==> config.mk <==
export PLATFORM = sky130hd
export DESIGN_NAME = tpair_pwm_timer
export DESIGN_NICKNAME = d
export VERILOG_FILES = /design/src/rtl/tpair_pkg.sv /design/src/rtl/tpair_count.sv /design/src/rtl/tpair_regs.sv /design/src/rtl/tpair_flags.sv /design/src/rtl/tpair_wave.sv /design/src/rtl/tpair_pwm_timer.sv
export SDC_FILE = /design/constraint.sdc
export NUM_CORES = 1
export LEC_CHECK = 0
export ABC_AREA = 1
export BUFFER_PORTS_ARGS = -buffer_cell sky130_fd_sc_hd__buf_2
export CORE_ASPECT_RATIO = 0.5
export CORE_UTILIZATION = 55
export CTS_CLUSTER_SIZE = 16
export DETAILED_ROUTE_END_ITERATION = 8
export HOLD_SLACK_MARGIN = 0.03
export PLACE_DENSITY = 0.74
export SYNTH_ARGS = -nofsm -noshare
export SYNTH_HDL_FRONTEND = slang
export SYNTH_HIERARCHICAL = 1
export SYNTH_SLANG_ARGS = --single-unit
==> constraint.sdc <==
create_clock -name clk_i -period 2.6 [get_ports clk_i]
set_input_delay 0.13 -clock clk_i [delete_from_list [all_inputs] [get_ports clk_i]]
set_output_delay 0.13 -clock clk_i [all_outputs]
set_load 0.01 [all_outputs]
==> src/rtl/tpair_pkg.sv <==
package tpair_pkg;

    localparam int unsigned ADDR_W = 4;
    localparam int unsigned NREG   = 4;
    localparam int unsigned NFLG   = 2 * NREG;
    localparam int unsigned NOUT   = 6;

    // register index inside one channel
    localparam int unsigned IX_A = 0;
    localparam int unsigned IX_B = 1;
    localparam int unsigned IX_C = 2;
    localparam int unsigned IX_D = 3;

    // address map
    localparam int unsigned ADR_CTRL = 0;
    localparam int unsigned ADR_FLAG = 1;
    localparam int unsigned ADR_MS0  = 2;
    localparam int unsigned ADR_SL0  = ADR_MS0 + NREG;
    localparam int unsigned ADR_CNT  = ADR_SL0 + NREG;

    // control field, bit 0 is run
    typedef struct packed {
        logic sl_buf_b;
        logic sl_buf_a;
        logic ms_buf_b;
        logic ms_buf_a;
        logic run;
    } ctrl_t;

    localparam int unsigned CTRL_W = $bits(ctrl_t);

endpackage

==> src/rtl/tpair_count.sv <==
module tpair_count #(
    parameter int unsigned CNT_W = 16
) (
    input  logic             clk_i,
    input  logic             rst_ni,
    input  logic             run_i,
    input  logic [CNT_W-1:0] period_i,
    output logic [CNT_W-1:0] cnt_o,
    output logic             wrap_o
);

    typedef struct packed {
        logic [CNT_W-1:0] cnt;
    } cnt_st_t;

    cnt_st_t st_d, st_q;

    always_comb begin
        st_d   = st_q;
        wrap_o = run_i && (st_q.cnt == period_i);
        if (run_i) begin
            if (wrap_o) st_d.cnt = '0;
            else        st_d.cnt = st_q.cnt + 1'b1;
        end
    end

    always_ff @(posedge clk_i or negedge rst_ni) begin
        if (!rst_ni) st_q <= '0;
        else         st_q <= st_d;
    end

    assign cnt_o = st_q.cnt;

endmodule

==> src/rtl/tpair_regs.sv <==
module tpair_regs
    import tpair_pkg::*;
#(
    parameter int unsigned CNT_W = 16
) (
    input  logic                           clk_i,
    input  logic                           rst_ni,
    input  logic                           wr_en_i,
    input  logic [ADDR_W-1:0]              addr_i,
    input  logic [CNT_W-1:0]               wdata_i,
    input  logic                           wrap_i,
    output ctrl_t                          ctrl_o,
    output logic [NREG-1:0][CNT_W-1:0]     ms_o,
    output logic [NREG-1:0][CNT_W-1:0]     sl_o
);

    typedef struct packed {
        ctrl_t                          ctrl;
        logic [NREG-1:0][CNT_W-1:0]     ms;
        logic [NREG-1:0][CNT_W-1:0]     sl;
    } reg_st_t;

    reg_st_t st_d, st_q;

    always_comb begin
        st_d = st_q;
        // period-end transfers, selected by the master mode bits only
        if (wrap_i) begin
            if (st_q.ctrl.ms_buf_a) begin
                st_d.ms[IX_A] = st_q.ms[IX_C];
                st_d.sl[IX_A] = st_q.sl[IX_C];
            end
            if (st_q.ctrl.ms_buf_b) begin
                st_d.ms[IX_B] = st_q.ms[IX_D];
                st_d.sl[IX_B] = st_q.sl[IX_D];
            end
        end
        // a software write in the same cycle takes precedence
        if (wr_en_i) begin
            if (addr_i == ADDR_W'(ADR_CTRL)) begin
                st_d.ctrl = ctrl_t'(wdata_i[CTRL_W-1:0]);
            end
            for (int i = 0; i < NREG; i++) begin
                if (addr_i == ADDR_W'(ADR_MS0 + i)) st_d.ms[i] = wdata_i;
                if (addr_i == ADDR_W'(ADR_SL0 + i)) st_d.sl[i] = wdata_i;
            end
        end
    end

    always_ff @(posedge clk_i or negedge rst_ni) begin
        if (!rst_ni) st_q <= '0;
        else         st_q <= st_d;
    end

    assign ctrl_o = st_q.ctrl;
    assign ms_o   = st_q.ms;
    assign sl_o   = st_q.sl;

endmodule

==> src/rtl/tpair_flags.sv <==
module tpair_flags
    import tpair_pkg::*;
(
    input  logic            clk_i,
    input  logic            rst_ni,
    input  logic [NFLG-1:0] set_i,
    input  logic            rd_arm_i,
    input  logic            wr_i,
    input  logic [NFLG-1:0] wdata_i,
    output logic [NFLG-1:0] flags_o
);

    typedef struct packed {
        logic [NFLG-1:0] flags;
        logic [NFLG-1:0] armed;
    } flg_st_t;

    flg_st_t         st_d, st_q;
    logic [NFLG-1:0] clr;

    always_comb begin
        st_d = st_q;
        clr  = '0;
        if (rd_arm_i) st_d.armed = st_q.flags;
        if (wr_i) begin
            clr         = st_q.armed & ~wdata_i;
            st_d.flags  = st_q.flags & ~clr;
            st_d.armed  = st_d.armed & ~clr;
        end
        // a new match wins over a clear in the same cycle
        st_d.flags = st_d.flags | set_i;
    end

    always_ff @(posedge clk_i or negedge rst_ni) begin
        if (!rst_ni) st_q <= '0;
        else         st_q <= st_d;
    end

    assign flags_o = st_q.flags;

endmodule

==> src/rtl/tpair_wave.sv <==
module tpair_wave (
    input  logic clk_i,
    input  logic rst_ni,
    input  logic run_i,
    input  logic wrap_i,
    input  logic hit_i,
    input  logic kill_i,
    output logic pwm_o
);

    typedef struct packed {
        logic lvl;
    } wave_st_t;

    wave_st_t st_d, st_q;

    always_comb begin
        st_d = st_q;
        if (kill_i) begin
            st_d.lvl = 1'b0;
        end else if (run_i) begin
            if (wrap_i)     st_d.lvl = 1'b1;
            else if (hit_i) st_d.lvl = 1'b0;
        end
    end

    always_ff @(posedge clk_i or negedge rst_ni) begin
        if (!rst_ni) st_q <= '0;
        else         st_q <= st_d;
    end

    assign pwm_o = st_q.lvl;

endmodule

==> src/rtl/tpair_pwm_timer.sv <==
module tpair_pwm_timer
    import tpair_pkg::*;
#(
    parameter int unsigned CNT_W = 16
) (
    input  logic              clk_i,
    input  logic              rst_ni,
    input  logic [ADDR_W-1:0] addr_i,
    input  logic              wr_en_i,
    input  logic              rd_en_i,
    input  logic [CNT_W-1:0]  wdata_i,
    output logic [CNT_W-1:0]  rdata_o,
    output logic [NOUT-1:0]   pwm_o
);

    ctrl_t                      ctrl;
    logic [NREG-1:0][CNT_W-1:0] ms_regs;
    logic [NREG-1:0][CNT_W-1:0] sl_regs;
    logic [CNT_W-1:0]           cnt;
    logic                       wrap;
    logic [NFLG-1:0]            flags;
    logic [NFLG-1:0]            flg_set;
    logic [NOUT-1:0][CNT_W-1:0] duty;
    logic [NOUT-1:0]            kill;
    logic                       rd_arm;
    logic                       flg_wr;

    tpair_count #(.CNT_W(CNT_W)) u_count (
        .clk_i    (clk_i),
        .rst_ni   (rst_ni),
        .run_i    (ctrl.run),
        .period_i (ms_regs[IX_A]),
        .cnt_o    (cnt),
        .wrap_o   (wrap)
    );

    tpair_regs #(.CNT_W(CNT_W)) u_regs (
        .clk_i   (clk_i),
        .rst_ni  (rst_ni),
        .wr_en_i (wr_en_i),
        .addr_i  (addr_i),
        .wdata_i (wdata_i),
        .wrap_i  (wrap),
        .ctrl_o  (ctrl),
        .ms_o    (ms_regs),
        .sl_o    (sl_regs)
    );

    // compare-match flag requests; C and D stay quiet while buffering
    always_comb begin
        flg_set = '0;
        for (int i = 0; i < NREG; i++) begin
            flg_set[i]        = ctrl.run && (cnt == ms_regs[i]);
            flg_set[NREG + i] = ctrl.run && (cnt == sl_regs[i]);
        end
        if (ctrl.ms_buf_a) begin
            flg_set[IX_C]        = 1'b0;
            flg_set[NREG + IX_C] = 1'b0;
        end
        if (ctrl.ms_buf_b) begin
            flg_set[IX_D]        = 1'b0;
            flg_set[NREG + IX_D] = 1'b0;
        end
    end

    assign rd_arm = rd_en_i && (addr_i == ADDR_W'(ADR_FLAG));
    assign flg_wr = wr_en_i && (addr_i == ADDR_W'(ADR_FLAG));

    tpair_flags u_flags (
        .clk_i    (clk_i),
        .rst_ni   (rst_ni),
        .set_i    (flg_set),
        .rd_arm_i (rd_arm),
        .wr_i     (flg_wr),
        .wdata_i  (wdata_i[NFLG-1:0]),
        .flags_o  (flags)
    );

    // duty source for each output
    always_comb begin
        kill    = '0;
        duty[0] = ms_regs[IX_B];
        duty[1] = ctrl.ms_buf_b ? ms_regs[IX_B] : ms_regs[IX_D];
        duty[2] = sl_regs[IX_A];
        duty[3] = sl_regs[IX_B];
        duty[4] = ctrl.ms_buf_a ? sl_regs[IX_A] : sl_regs[IX_C];
        duty[5] = ctrl.ms_buf_b ? sl_regs[IX_B] : sl_regs[IX_D];
        kill[4] = ctrl.sl_buf_a;
    end

    for (genvar g = 0; g < NOUT; g++) begin : g_wave
        tpair_wave u_wave (
            .clk_i  (clk_i),
            .rst_ni (rst_ni),
            .run_i  (ctrl.run),
            .wrap_i (wrap),
            .hit_i  (cnt == duty[g]),
            .kill_i (kill[g]),
            .pwm_o  (pwm_o[g])
        );
    end

    // combinational read
    always_comb begin
        rdata_o = '0;
        if (addr_i == ADDR_W'(ADR_CTRL)) rdata_o[CTRL_W-1:0] = ctrl;
        if (addr_i == ADDR_W'(ADR_FLAG)) rdata_o[NFLG-1:0]   = flags;
        if (addr_i == ADDR_W'(ADR_CNT))  rdata_o             = cnt;
        for (int i = 0; i < NREG; i++) begin
            if (addr_i == ADDR_W'(ADR_MS0 + i)) rdata_o = ms_regs[i];
            if (addr_i == ADDR_W'(ADR_SL0 + i)) rdata_o = sl_regs[i];
        end
    end

endmodule

; ---- Yosys cells after proc, flatten, opt, wreduce, memory -nomap -nowiden
; Cells that the tools add are included.
[classes]
addsub = 1
eq_ne = 21
muxes = 48
bitwise_logic = 6
reduce_logical = 29
[ops]
columns = cell, count
row1 = $mux W16, 24
row2 = $eq A16 B16 Y1, 11
row3 = $mux W96, 1
row4 = $mux W32, 2
row5 = $and A8 B8 Y8, 3
row6 = $reduce_and A2 Y1, 11
row7 = $mux W1, 18
row8 = $add A16 B1 Y16 const B, 1
row9 = $eq A4 B3 Y1 const B, 4
row10 = $mux W8, 2
row11 = $not A8 Y8, 2
row12 = $eq A4 B4 Y1 const B, 3
row13 = $reduce_bool A2 Y1, 6
row14 = $logic_and A1 B1 Y1, 10
row15 = $eq A4 B2 Y1 const B, 2
row16 = $or A8 B8 Y8, 1
row17 = $mux W5, 1
row18 = $eq A4 B1 Y1 const B, 1
row19 = $logic_not A4 Y1, 1
row20 = $reduce_bool A3 Y1, 1
[word_totals]
register_bits = 171
output_inout_bits = 22
word_cells = 127

; ---- Depth between registers and ports, before layout
[logic_depth]
ltp_word = 12
depth_mapped = 15
ltp_nobuf = 13

; ---- Cells and area by module
; Netlist, hierarchy kept.
[modules_own_cells]
columns = module, n_inst, cells_each, area_per_inst_um2, seq_area_each_um2
row1 = tpair_regs, 1, 824, 6236.0, 3328.2
row2 = tpair_pwm_timer, 1, 806, 4152.7, 0.0
row3 = tpair_count, 1, 273, 1495.2, 400.4
row4 = tpair_flags, 1, 107, 833.3, 400.4
row5 = tpair_wave, 6, 5, 45.0, 25.0

; ---- Worst setup path after synthesis
; OpenSTA, ideal clock, no wires.
[synth_timing]
kind = register -> register
from = reg u_regs.st_q (netlist bit u_regs/ctrl_o[0])
to = reg u_regs.st_q (netlist bit u_regs/ms_o[21])
arrival_ps = 2128
required_ps = 2535
setup_slack_ps = 408
stages_incl_launch_ff = 14
path_cell_list = dfrtp_1 > buf_4 > nand2_1 > nor2_1 > nand2_1 > nor2_1 > nand3_1 > inv_1 > buf_2 > clkbuf_1 > nand3_1 > nand2_1 > nand2_1 > nand2_1
[synth_rtl]
columns = item, line_no
row1 = start: declaration, tpair_regs.sv:23  ; reg_st_t st_d, st_q;
row2 = start signal: assignment, tpair_regs.sv:52  ; else st_q <= st_d;

; ---- Final worst setup path
[layout_timing]
from = reg u_regs.st_q (netlist bit u_regs/ctrl_o[2])
to = out rdata_o[2]
[layout_via]
elab_chain_len = 11
[layout_rtl]
columns = item, line_no
row1 = $mux W5, tpair_pwm_timer.sv:106  ; if (addr_i == ADDR_W'(ADR_CTRL)) rdata_o[CTRL_W-1:0] = ctrl;
row2 = $mux W8, tpair_pwm_timer.sv:107  ; if (addr_i == ADDR_W'(ADR_FLAG)) rdata_o[NFLG-1:0] = flags;
row3 = $mux W16, tpair_pwm_timer.sv:108  ; if (addr_i == ADDR_W'(ADR_CNT)) rdata_o = cnt;
row4 = $mux W16, tpair_pwm_timer.sv:110  ; if (addr_i == ADDR_W'(ADR_MS0 + i)) rdata_o = ms_regs[i];
row5 = $mux W16, tpair_pwm_timer.sv:111  ; if (addr_i == ADDR_W'(ADR_SL0 + i)) rdata_o = sl_regs[i];
row6 = $mux W16, tpair_pwm_timer.sv:110
row7 = $mux W16, tpair_pwm_timer.sv:111
row8 = $mux W16, tpair_pwm_timer.sv:110
row9 = $mux W16, tpair_pwm_timer.sv:111
row10 = $mux W16, tpair_pwm_timer.sv:110
row11 = $mux W16, tpair_pwm_timer.sv:111
row12 = end: declaration, tpair_pwm_timer.sv:12  ; output logic [CNT_W-1:0] rdata_o,
; Every way passes these cells.

==> results.yml <==
pwr:
  p_comb_share_pct: 36.1
  internal_power_uw: 6024
  leakage_uw: 0.007704
  p_per_area_nw_per_um2: 767.8
  clock_power_share_pct: 25.2
  p_switching_uw: 4957
  sequentialPowerShare_pct: 38.7
  vdd_drop_max_mv: 0.5172
  p_sw_share_pct: 45.14
drt:
  wl_per_cell_um: 22.52
  vias_per_cell: 5.942
  drt-pass1-iter-count: 7
  drc: 0
  vias: 14196
  routed_wl_mm: 53.79
  ant_nets: 0
  drt-initial-drc-count: 2217
clock_tree:
  post_cts_resized: 0
  htreeDepth: 4
  path_clk_slew_ns: 0.07
  cts_tree: "built"
  cts.sinks: 171
  root_buffer: "clkbuf_16"
  cts_buffers: 17
  clock_latency_ns: 0.47
  clockBufferDepth: 2
final_layout:
  layout.nets: 2093
  final_common_cell: "nand2_1"
  area_growth_pct: 10.13
  fill_cells: 2229
  final_cell_mix: "nand2_1 (867), nand3_1 (179), dfrtp_1 (169)"
  drive_gt1_share_pct: 10.04
setup_path:
  crit_arrival_ns: 2.29
  reg2reg_slack_ns: 0.26
  cp-end-kind: "output pin"
  reg2reg_depth: 7
  path_buf_inv: 2
  cp-start-kind: "flip-flop"
  worst-setup-path-type: "reg -> out"
  cp.required_ns: 2.47
  cp_slowest_cell: "dfrtp_2"
  r2r_end: "u_flags/flags_o[1]"
  cpLargestDelayFamily: "flip-flops"
  rr_startpoint: "u_count/cnt_o[11]"
  path_max_fanout: 40
  critical_path.max_stage_delay_ns: 0.80
  crit_path_cell_trace: "buf_4 > nand3_1 > nand4_1 > nand2_1 > nand4_1 > nand2_1 > nand3_1 > buf_2"
min_path:
  min_from: "wdata_i[2]"
  whs_path_depth: 3
  min_path_type: "in -> reg"
  hold_end: "u_regs/ms_o[18]"
synth:
  synth.ff_latch_count: 171
  synth_cell_types: 38
  synth_seq_area_share_pct: 32.95
  synth-edff-count: 0
  ys.flop_type: "dfrtp_1"
  syn_area_sq_um: 12990
  syn_avg_cell_area_sq_um: 6.366
  synthCells: 2040
  yosysWarnings: 6
  ys_async_sr_fraction_pct: 100.0
sta:
  clock_skew_ns: 0.01121
  fin_crit_sh_pct: 93.00
  rsz0062_at_grt: "no"
  finalHoldViolCount: 0
  min_period_ns: 2.418
  holdWs_ns: 0.05369
  fmax_mhz: 413.6
  setup_viol: 0
  max_slew_margin_pct: 27.30
  maxSlewViolCount: 0
  finalSetupTns_ns: 0
  worstMarginPinSlew_ns: 1.087
run:
  maxCapViolCount: 0
status:
  status: "complete, no violations"
placed_design:
  gp_congestion: 1.095
  port_buffers: 45
  hpwl_mm: 40.03
global_routing:
  antenna_found_initial: 5
  grt_overflow: 0
  grt_max_degree: 73
  grt_usage_pct: 45.43
  grt_pass1_vias: 12744
  grt_pass1_wl_mm: 80.41
floorplanning:
  placementRows: 39
  die_area_sq_um: 24270
  ios: 46
  die_h_um: 110.7
  core-area_sq_um: 22980
  dieWidth_um: 219.3
  initial_utilization_pct: 56.51
==> cells by family (layout without fill, tap and decap cells) <==
family                   Yosys count  count (layout)  synth area share [%]
flip-flops                       171             171                 32.95
AO/OA/AOI/OAI                    112             112                 5.048
adder cells (fa/ha/maj)            1               1               0.09632
XOR/XNOR                         129             129                 8.699
buffers and inverters            301             338                 9.971
AND/OR/NAND/NOR                 1325            1325                 43.21
other                              1               6               0.02887
==> final cells by class <==
class	instances	area (sq um)	share of cell area, %
multi-input combinational	1572	7436	51.99
sequential	171	4282	29.94
timing repair buffer	124	899.6	6.290
inverter	182	683.2	4.776
clock buffer	17	425.4	2.974
tap	307	384.1	2.686
clock inverter	15	190.2	1.330
antenna	1	2.502	0.01750
==> how the worst max path moves through the flow <==
| stage | from | to | slack [ns] | cells after the start |
|---|---|---|---|---|
| after floorplan | u_regs/ctrl_o[0] | u_regs/ms_o[21] | 0.41 | 13 |
| after global placement | u_regs/ctrl_o[2] | g_wave[5].u_wave/pwm_o | 0.39 | 10 |
| after detailed placement | u_regs/ctrl_o[2] | g_wave[5].u_wave/pwm_o | 0.38 | 10 |
| after CTS | u_regs/ctrl_o[2] | rdata_o[2] | 0.20 | 8 |
| after global routing | u_regs/ctrl_o[2] | rdata_o[2] | 0.10 | 8 |
| final | u_regs/ctrl_o[2] | rdata_o[2] | 0.18 | 8 |
==> cells in the mapped netlist (8+ instances only) <==
| cell | instances | area share [%] |
|---|---|---|
| buf_2 | 46 | 1.8 |
| nor2_2 | 12 | 0.58 |
| clkbuf_2 | 11 | 0.42 |
| nand3_2 | 8 | 0.62 |
| inv_1 | 163 | 4.7 |
| clkinv_1 | 10 | 0.29 |
| dfrtp_1 | 171 | 33 |
| o21ai_0 | 55 | 2.1 |
| nand2_1 | 867 | 25 |
| a21oi_1 | 17 | 0.66 |
| xor2_1 | 122 | 8.2 |
| inv_2 | 9 | 0.26 |
| buf_4 | 17 | 0.98 |
| nor3_1 | 25 | 0.96 |
| nand4_1 | 76 | 3.7 |
| o22ai_1 | 17 | 0.82 |
| nor2_1 | 131 | 3.8 |
| nand3_1 | 179 | 6.9 |
| clkbuf_1 | 38 | 1.1 |
==> sequential cells by signal (all words and copies together), names as in the netlist <==
name / flops
u_flags/st_q: 8
g_wave.u_wave/pwm_o: 6
u_regs/ms_o: 64
u_count/cnt_o: 16
u_regs/sl_o: 64
u_flags/flags_o: 8
u_regs/ctrl_o: 5
==> worst reg2reg max path, cell delays in order, from the launching register on <==
cell and delay (ns):
dfrtp_1 0.58, buf_4 0.31, nand2_1 0.08, a21oi_1 0.40, nand4_1 0.19, nor3_1 0.53, inv_1 0.10, nand2_1 0.09
==> metrics by stage <==
step,setup WS [ns],std cells,total power (uW),utilization (%),cell area (sq um)
after floorplan,0.4076,2044,6403,-,13000
after global placement,0.3946,2351,7940,59.32,13630
after detailed placement,0.3794,2351,7975,59.32,13630
after CTS,0.2044,2388,10740,62.22,14300
after global routing,0.1006,2389,11490,62.23,14300
final,0.1820,2389,10980,62.23,14300
==> power by group through the flow <==
stage	Clock [uW]	Combinational (uW)	Sequential (uW)
finish	2770	3970	4250
global route	2890	4320	4270
CTS	2780	3780	4180
detailed placement	0	3750	4220
global placement	0	3720	4220
floorplan	0	2650	3760
==> layer usage <==
metal  up-vias  wire [um]  GRT usage (%)
li1       6478          -              -
met1      6559      22740          66.74
met2      1057      20360          58.15
met3        96       9326          20.47
met4         6       1280          12.78
met5         -         89          5.208
==> what timing repair did <==
item                                    CTS  global route
buffers inserted                          0             0
endpoints found under the hold margin    74             0
hold buffers                              5             0
endpoints found under the setup margin    0             0
Note: power is estimated with default switching activity, not from simulation.
